<file path="src/rtl/ptg_pkg.sv">
package ptg_pkg;

  localparam int REG_W       = 32;
  localparam int SEL_LSB     = 4;
  localparam int SEL_W       = 2;
  localparam int EXT_BIT     = 6;
  localparam int D1_LSB      = 8;
  localparam int D2_LSB      = 20;
  localparam int CTRL_OFFSET = 0;
  localparam int GATE_OFFSET = 8;

  // Bits of the control register that hold state for a given build.
  function automatic logic [REG_W-1:0] ctrl_mask(int num_outs, bit has_ext, int div_w);
    logic [REG_W-1:0] m;
    m = '0;
    for (int i = 0; i < num_outs; i++) m[i] = 1'b1;
    for (int i = 0; i < SEL_W; i++) m[SEL_LSB + i] = 1'b1;
    if (has_ext) m[EXT_BIT] = 1'b1;
    for (int b = 0; b < div_w; b++) begin
      m[D1_LSB + b] = 1'b1;
      m[D2_LSB + b] = 1'b1;
    end
    return m;
  endfunction

  function automatic logic [REG_W-1:0] ctrl_reset();
    logic [REG_W-1:0] v;
    v = '0;
    v[D1_LSB] = 1'b1;
    v[D2_LSB] = 1'b1;
    return v;
  endfunction

  // Effective divide ratio: zero behaves as one.
  function automatic int unsigned eff_div(int unsigned d);
    return (d == 0) ? 1 : d;
  endfunction

  // Source code to tick-stream index (0 = A, 1 = B, 2 = C).
  function automatic int unsigned src_index(logic [SEL_W-1:0] code);
    case (code)
      2'd2:    return 0;
      2'd3:    return 1;
      default: return 2;
    endcase
  endfunction

  function automatic int stage_lsb(int k);
    return (k == 0) ? D1_LSB : D2_LSB;
  endfunction

endpackage

</file>
<file path="src/rtl/ptg_regs.sv">
module ptg_regs
  import ptg_pkg::*;
#(
  parameter int NUM_OUTS    = 2,
  parameter bit HAS_EXT_MUX = 1'b1,
  parameter bit FABRIC_GATE = 1'b0,
  parameter int DIV_W       = 6,
  parameter int ADDR_W      = 4
) (
  input  logic              clk,
  input  logic              rst_n,
  input  logic              we,
  input  logic [ADDR_W-1:0] addr,
  input  logic [REG_W-1:0]  wdata,
  output logic [REG_W-1:0]  rdata,
  output logic [REG_W-1:0]  ctrl_o,
  output logic              gate_off_o
);

  localparam logic [REG_W-1:0] MASK  = ctrl_mask(NUM_OUTS, HAS_EXT_MUX, DIV_W);
  localparam logic [REG_W-1:0] RSTV  = ctrl_reset();
  localparam logic              GRST = FABRIC_GATE;

  logic [REG_W-1:0] ctrl_q;
  logic             gate_q;
  logic             hit_ctrl, hit_gate;

  assign hit_ctrl = (addr == ADDR_W'(CTRL_OFFSET));
  assign hit_gate = (addr == ADDR_W'(GATE_OFFSET)) && FABRIC_GATE;

  always_ff @(posedge clk or negedge rst_n) begin
    if (!rst_n) begin
      ctrl_q <= RSTV;
      gate_q <= GRST;
    end else if (we) begin
      if (hit_ctrl) ctrl_q <= wdata & MASK;
      if (hit_gate) gate_q <= wdata[0];
    end
  end

  always_comb begin
    rdata = '0;
    if (hit_ctrl)      rdata = ctrl_q;
    else if (hit_gate) rdata = {{(REG_W-1){1'b0}}, gate_q};
  end

  assign ctrl_o     = ctrl_q;
  assign gate_off_o = gate_q;

  // stored bits never leave the implemented field set
  a_r9_mask_kept: assert property (@(posedge clk) disable iff (!rst_n)
    (ctrl_q & ~MASK) == '0);

endmodule

</file>
<file path="src/rtl/ptg_src_mux.sv">
module ptg_src_mux
  import ptg_pkg::*;
#(
  parameter int NUM_SRC = 3
) (
  input  logic [NUM_SRC-1:0] src_tick,
  input  logic [SEL_W-1:0]   sel,
  output logic [NUM_SRC-1:0] grant,
  output logic               tick_o
);

  always_comb begin
    grant = '0;
    for (int i = 0; i < NUM_SRC; i++)
      if (src_index(sel) == i) grant[i] = 1'b1;
  end

  assign tick_o = |(grant & src_tick);

endmodule

</file>
<file path="src/rtl/ptg_div_stage.sv">
module ptg_div_stage
  import ptg_pkg::*;
#(
  parameter int DIV_W = 6
) (
  input  logic             clk,
  input  logic             rst_n,
  input  logic             tick_i,
  input  logic [DIV_W-1:0] div_i,
  output logic             tick_o
);

  logic [DIV_W-1:0] cnt_q;
  logic [DIV_W-1:0] limit;

  assign limit  = DIV_W'(eff_div(int'(div_i)) - 1);
  assign tick_o = tick_i && (cnt_q == limit);

  always_ff @(posedge clk or negedge rst_n) begin
    if (!rst_n)      cnt_q <= '0;
    else if (tick_i) cnt_q <= tick_o ? '0 : cnt_q + 1'b1;
  end

  // count never passes the wrap point of the divisor it is using
  a_r3_cnt_range: assert property (@(posedge clk) disable iff (!rst_n)
    cnt_q <= limit);

endmodule

</file>
<file path="src/rtl/periph_tick_gen.sv">
module periph_tick_gen
  import ptg_pkg::*;
#(
  parameter int NUM_OUTS    = 2,
  parameter bit HAS_EXT_MUX = 1'b1,
  parameter bit FABRIC_GATE = 1'b0,
  parameter int DIV_W       = 6,
  parameter int ADDR_W      = 4
) (
  input  logic                clk,
  input  logic                rst_n,
  input  logic [2:0]          src_tick,
  input  logic                ext_tick,
  input  logic                reg_we,
  input  logic [ADDR_W-1:0]   reg_addr,
  input  logic [REG_W-1:0]    reg_wdata,
  output logic [REG_W-1:0]    reg_rdata,
  output logic [NUM_OUTS-1:0] clk_en_out
);

  localparam int NUM_SRC    = 3;
  localparam int NUM_STAGES = 2;

  logic [REG_W-1:0]  ctrl;
  logic              gate_off;
  logic              ext_sel;
  logic [NUM_OUTS-1:0] gate_en;

  ptg_regs #(
    .NUM_OUTS(NUM_OUTS), .HAS_EXT_MUX(HAS_EXT_MUX), .FABRIC_GATE(FABRIC_GATE),
    .DIV_W(DIV_W), .ADDR_W(ADDR_W)
  ) u_regs (
    .clk(clk), .rst_n(rst_n), .we(reg_we), .addr(reg_addr), .wdata(reg_wdata),
    .rdata(reg_rdata), .ctrl_o(ctrl), .gate_off_o(gate_off)
  );

  // Active configuration, reloaded only at a divided-tick wrap.
  logic [SEL_W-1:0]                  act_sel_q;
  logic [NUM_STAGES-1:0][DIV_W-1:0]  act_div_q;
  logic [NUM_STAGES:0]               stage_tick;
  logic [NUM_SRC-1:0]                src_grant;
  logic                              div_tick;
  logic                              pre_gate;

  always_ff @(posedge clk or negedge rst_n) begin
    if (!rst_n) begin
      act_sel_q <= '0;
      for (int k = 0; k < NUM_STAGES; k++) act_div_q[k] <= DIV_W'(1);
    end else if (div_tick) begin
      act_sel_q <= ctrl[SEL_LSB +: SEL_W];
      for (int k = 0; k < NUM_STAGES; k++)
        act_div_q[k] <= ctrl[stage_lsb(k) +: DIV_W];
    end
  end

  ptg_src_mux #(.NUM_SRC(NUM_SRC)) u_src_mux (
    .src_tick(src_tick), .sel(act_sel_q), .grant(src_grant), .tick_o(stage_tick[0])
  );

  for (genvar k = 0; k < NUM_STAGES; k++) begin : g_stage
    ptg_div_stage #(.DIV_W(DIV_W)) u_div (
      .clk(clk), .rst_n(rst_n), .tick_i(stage_tick[k]),
      .div_i(act_div_q[k]), .tick_o(stage_tick[k+1])
    );
  end

  assign div_tick = stage_tick[NUM_STAGES];
  assign ext_sel  = HAS_EXT_MUX && ctrl[EXT_BIT];
  assign pre_gate = ext_sel ? ext_tick : div_tick;

  for (genvar i = 0; i < NUM_OUTS; i++) begin : g_out
    if (i == 0) begin : g_first
      assign gate_en[i] = FABRIC_GATE ? ~gate_off : ctrl[i];
    end else begin : g_rest
      assign gate_en[i] = ctrl[i];
    end

    always_ff @(posedge clk or negedge rst_n) begin
      if (!rst_n) clk_en_out[i] <= 1'b0;
      else        clk_en_out[i] <= gate_en[i] & pre_gate;
    end

    // a closed gate keeps its output low in the next cycle
    a_r5_gate_off: assert property (@(posedge clk) disable iff (!rst_n)
      !gate_en[i] |=> !clk_en_out[i]);
  end

  // exactly one source stream is granted at a time
  a_r2_one_source: assert property (@(posedge clk) disable iff (!rst_n)
    $onehot0(src_grant) && (src_grant != '0));

  // a divided tick is always also a wrap of the first stage
  a_r3_chain: assert property (@(posedge clk) disable iff (!rst_n)
    div_tick |-> stage_tick[1]);

  // active divisors and source change only right after a wrap
  a_r8_cfg_at_boundary: assert property (@(posedge clk) disable iff (!rst_n)
    !$stable({act_sel_q, act_div_q}) |-> $past(div_tick));

  // selected external tick reaches an open output one cycle later
  a_r6_ext_pass: assert property (@(posedge clk) disable iff (!rst_n)
    (ext_sel && gate_en[0] && ext_tick) |=> clk_en_out[0]);

endmodule

</file>
<file path="config.mk">
export PLATFORM = sky130hd
export DESIGN_NAME = periph_tick_gen
export DESIGN_NICKNAME = d
export VERILOG_FILES = /design/src/rtl/ptg_pkg.sv /design/src/rtl/ptg_regs.sv /design/src/rtl/ptg_src_mux.sv /design/src/rtl/ptg_div_stage.sv /design/src/rtl/periph_tick_gen.sv
export SDC_FILE = /design/constraint.sdc
export NUM_CORES = 1
export LEC_CHECK = 0
export BUFFER_PORTS_ARGS = -buffer_cell sky130_fd_sc_hd__buf_2
export CORE_UTILIZATION = 46
export DETAILED_ROUTE_END_ITERATION = 8
export MAX_ROUTING_LAYER = met4
export PLACE_DENSITY = 0.85
export SETUP_SLACK_MARGIN = 0.02
export SLEW_MARGIN = 20
export SYNTH_ARGS = -nofsm -noshare
export SYNTH_HDL_FRONTEND = slang
export SYNTH_SLANG_ARGS = --single-unit
</file>
<file path="constraint.sdc">
create_clock -name clk -period 3.2 [get_ports clk]
set_clock_uncertainty 0.05 [all_clocks]
set_input_delay 0.8 -clock clk [delete_from_list [all_inputs] [get_ports clk]]
set_output_delay 0.8 -clock clk [all_outputs]
set_load 0.01 [all_outputs]
</file>
==> Yosys cells after proc, flatten, opt, wreduce, memory -nomap -nowiden <==
Cells that the tools add are included.
{ "op_classes": {"div_mod_pow": 0, "order_cmp": 0, "add_sub_neg": 4, "eq_ne": 6, "reduce_logical": 8, "n_mux": 10, "bitwise": 3, "n_mul": 0, "shift": 0} }
{ "ops": {"columns": ["operator", "count"], "rows": [
  ["zero test 32 bit", 1],
  ["2-to-1 mux 26 bit", 1],
  ["2-to-1 mux 6 bit", 4],
  ["adder 6 x 1 -> 6 bit, second input constant", 2],
  ["equality test 6 bit", 2],
  ["zero test 6 bit", 2],
  ["subtractor 6 x 1 -> 6 bit, second input constant", 2],
  ["equality test 2 bit, second input constant", 3],
  ["zero test 4 bit", 1],
  ["2-to-1 mux 1 bit", 4],
  ["one-hot mux 2 bit (2 select lines)", 1],
  ["AND 3 bit", 1],
  ["OR reduction 3 bit", 1],
  ["AND 1 bit", 2],
  ["equality test 2 x 1 -> 1 bit, second input constant", 1],
  ["logical AND 1 bit", 2],
  ["AND reduction 2 bit", 1]
]} }
{ "totals": {"mem_bits_ro": 0, "latchBits": 0, "mem_count": 0, "out_inout_bits": 34, "mem_bits_rw": 0, "word_cells": 39, "inputBits": 43, "ff_bits": 45} }

==> Longest topological paths before layout <==
{ "depth": {"depth_word": 10, "depth_mapped": 12, "ltp_nobuf": 10} }

==> By module <==
A second synthesis with hierarchy kept.
{ "hier_totals": {"hier_cells": 230, "hier_area_um2": 2663.8} }
{ "by_module_without_submodules": {"columns": ["module", "seq_area_each_um2", "instances", "cells_per_inst", "area_per_inst_um2"], "rows": [
  ["ptg_regs", 427.9, 1, 87, 1047.3],
  ["periph_tick_gen", 402.9, 1, 35, 651.9],
  ["ptg_div_stage (g_stage[1].u_div)", 150.1, 1, 52, 473.0],
  ["ptg_div_stage (g_stage[0].u_div)", 150.1, 1, 50, 457.9],
  ["ptg_src_mux", 0.0, 1, 6, 33.8]
]} }

==> Least setup slack after synthesis <==
Ideal clock, no wire load.
{ "synth_path": {"kind": "flip-flop to flip-flop", "start": "register act_div_q[9] in the netlist's numbering", "end": "register act_div_q[11] in the netlist's numbering", "setup_ps": 127, "path_stages_with_launch": 13, "n_path_buf": 2, "synth_period_minus_slack_ps": 3203, "t_required_ps": 3023, "t_arrival_ps": 3026, "setup_slack_ps": -3, "path_cell_list": "dfrtp_1 -> or4_1 -> o21bai_1 -> inv_1 -> ha_1 -> o21ba_2 -> a221o_1 -> a21oi_1 -> o211a_1 -> and2_1 -> buf_4 -> buf_8 -> mux2_1"} }
{ "synth_between": {"elab_chain_cells": 5} }
{ "synth_rtl": {"columns": ["item", "line_no", "rtl"], "rows": [
  ["start: declaration", "periph_tick_gen.sv:39", "logic [NUM_STAGES-1:0][DIV_W-1:0] act_div_q;"],
  ["start signal: indexed assignment", "periph_tick_gen.sv:52", "act_div_q[k] <= ctrl[stage_lsb(k) +: DIV_W];"],
  ["zero test 6 bit", "ptg_pkg.sv:36", "return (d == 0) ? 1 : d;"],
  ["2-to-1 mux 6 bit *", "ptg_pkg.sv:36", null],
  ["subtractor 6 x 1 -> 6 bit *", "ptg_div_stage.sv:16", "assign limit = DIV_W'(eff_div(int'(div_i)) - 1);"],
  ["equality test 6 bit *", "ptg_div_stage.sv:17", "assign tick_o = tick_i && (cnt_q == limit);"],
  ["logical AND 1 bit *", "ptg_div_stage.sv:17", null]
]} }
Mark *: on every way between the ends. The rest lies on a longest branch, timed or not.
A chain may end at the register's enable or synchronous reset.

==> Final worst setup path <==
{ "layout_path": {"start": "register act_div_q[7] in the netlist's numbering", "end": "register act_div_q[8] in the netlist's numbering"} }
The elaborated chain is that of the path after synthesis.

==> impl_results.md <==
* Status: complete, no violations
* Largest area contributor in the netlist: dfrtp_1
* Final worst slack at 0.157 ns
* CTS Hold Buffers Added at 0
* EDFF count, synth at 0
* FFs w/ async S/R, synth at 100%
* Final WL at 4520 um
* Slew Limit Headroom at 34.7%
* Critical Path RT at 3.33 ns
* Hold path start: u_regs.ctrl_o[25]
* Syn Area/Cell at 11.2 um^2
* Seq cells post-synth at 45
* Register Area at 0.00113 mm^2
* Worst-Margin Slew at 0.980 ns
* First-pass GRT wire length at 7590 um
* Met2 Track Usage GR at 31.1%
* PD cells at 520 mW/mm^2
* Hold Slack at 0.467 ns
* Initial DRC Count at 85
* H-Tree Depth at 2
* IO buf count at 46
* GR peak layer: met2
* Top post-synthesis cells by area: dfrtp_1 41%, mux2_2 10%, buf_4 4.8%
* Fin cells at 351
* Period utilization at 95.1%
* CP max FO at 13
* Antenna diode count at 0
* Placement Cell Area at 0.00280 mm^2
* Final hold vios at 0
* Register area share after synthesis at 45.4%
* Share of cells above drive strength 1 at 37.0%
* Synthesized cell area at 0.00249 mm^2
* Initial antenna violation count at 0
* Worst hold path class: reg2reg
* Most frequent cell after synthesis: dfrtp_1
* Clock transition at path regs at 0.08 ns
* Remaining global-route overflow at 0
* Vias per inst at 5.19
* Total clock sinks at 45
* CP Launch Point: act_div_q[7]
* Core Util, Final at 56.4%
* Design area at 0.00292 mm^2
* Reg2reg start: act_div_q[7]
* Max-Cap Viols at 0
* Pleak at 1.47 nW
* Worst-Skew Late Latency at 0.29 ns
* Top-area cell type share of the netlist area at 41.1%
* Unique masters post-synth at 51
* FP Rows at 26
* Synth cell count leaders: 41 x dfrtp_1, 23 x mux2_2, 18 x and2_1
* Post-Synthesis Cells at 223
* Wire per inst at 12.9 um
* CTS tree: built
* CTS Root Buffer Type: clkbuf_8
* Max Slew Vio Count at 0
* Critical path class: reg2reg
* DR pass1 iterations at 4
* Total power at 1.52 mW
* Final setup vio count at 0
* Pin count of the biggest net entering global routing at 46
* Via count at 1821
* Tmin final at 3.04 ns
* Placement Setup Slack at -0.0264 ns
* Die Area at 0.00572 mm^2
* Nets at 326
* DPL Wire Length at 3370 um
* CP startpoint kind: flop
* Placed cells at 341
* # fillers at 447
* Fmax at 329 MHz
* CTS Buf Count at 5
* GRT Util Overall at 18.2%
* DRC at 0
* Die Height at 75.6 um
* IO Count at 77
* Ys flop type: dfrtp_1
* Final setup TNS at 0 ns
* Clock buffer depth at 2
* Die Wd at 75.6 um
* Maximum VDD drop at 0.251 mV
* Vias in the first global route at 1761
* Starting density of the core at 48.2%
* Worst EP arrival at 3.18 ns
* Yosys warnings at 0
* RSZ-0062 raised after global routing: false
* Final ANT Viol Nets at 0
* Layout area overhead at 17.0%
* Core area at 0.00517 mm^2
* Placer Congestion at 0.844
* Grt met1 use at 21.4%
* GRT met3 Usage at 2.91%
* Multi-input logic area at 0.00126 mm^2
* Worst Setup End Kind: flop
[kinds of logic (layout without fill, tap and decap cells)]
group / Yosys count / count (layout) / synth area share [%]
AO/OA/AOI/OAI: 35 / 35 / 10.2
flip-flops: 45 / 45 / 45.4
buffers and inverters: 27 / 71 / 7.28
XOR/XNOR: 12 / 12 / 4.21
multiplexers: 33 / 33 / 14.8
adder cells (fa/ha/maj): 3 / 3 / 1.51
other: 1 / 15 / 0.150
AND/OR/NAND/NOR: 67 / 67 / 16.5
[report_power, final]
group          internal [mW]  total (mW)  switching (mW)  leakage [nW]
combinational          0.203       0.369           0.166         0.860
sequential             0.679       0.812           0.134         0.567
clock                  0.151       0.336           0.185        0.0450
[sequential cells by signal, indices dropped and copies added (netlist names)]
name and flops:
act_div_q 12, act_sel_q 2, clk_en_out 2, g_stage.u_div.cnt_q 12, u_regs.ctrl_o 17
[worst paths after layout]
path	to	slack [ns]	cells after the start
hold reg to reg	act_div_q[11]	0.47	1
max in group asynchronous	g_stage[0].u_div.cnt_q[2]	1.88	1
setup reg to reg	act_div_q[8]	0.16	11
min in group asynchronous	clk_en_out[0]	0.61	1
hold / removal	act_div_q[11]	0.47	1
setup / recovery	act_div_q[8]	0.16	11
[worst max-delay path, stage by stage, from the launching register on]
cell and delay [ns]:
dfrtp_1 0.40, or4_4 0.58, o21bai_4 0.16, inv_1 0.06
ha_2 0.20, o21ba_2 0.20, a221o_1 0.35, a21oi_2 0.13
o211a_1 0.17, and2_4 0.16, buf_12 0.13, mux2_2 0.34
[per-layer routing]
metal / up-vias / part of all wire, %
met2: 45 / 50
met4: 0 / 1.6
met5: - / 0
met3: 6 / 2.7
li1: 885 / -
met1: 885 / 46
[final cells by class]
cell class	instances	share of cell area (%)
Sequential cell	45	38.8
Tap cell	70	3.00
Clock inverter	2	0.343
Clock buffer	6	2.49
Multi-Input combinational cell	165	43.3
Timing Repair Buffer	58	11.4
Inverter	5	0.644
[repair_timing]
item,CTS,global route
endpoints found under the hold margin,0,0
setup buffers,0,2
endpoints found under the setup margin,12,13
gates resized for setup,2,2
[cell usage in the layout (no fill, tap or decap), types with 2 or more instances in the layout]
| cell type | n |
|---|---|
| a22o_1 | 3 |
| nor4bb_1 | 2 |
| or4_1 | 2 |
| and2_1 | 17 |
| ha_1 | 2 |
| xor2_1 | 7 |
| clkinv_2 | 2 |
| conb_1 | 15 |
| xnor2_1 | 5 |
| inv_1 | 5 |
| nand4_1 | 3 |
| buf_2 | 46 |
| a31o_2 | 2 |
| nor2_1 | 8 |
| nand2_1 | 6 |
| o21ai_0 | 10 |
| mux2i_1 | 3 |
| or3_1 | 3 |
| a21oi_1 | 3 |
| dfrtp_1 | 41 |
| clkbuf_8 | 5 |
| nand2b_1 | 2 |
| buf_4 | 11 |
| nor3b_1 | 2 |
| mux2_2 | 23 |
| a21o_1 | 2 |
| mux2_1 | 7 |
| nor2b_1 | 5 |
| and3_1 | 5 |
| nand3_1 | 4 |
| a2111oi_0 | 2 |
| dfstp_2 | 4 |
No activity file was read; power rests on OpenSTA's default activity.
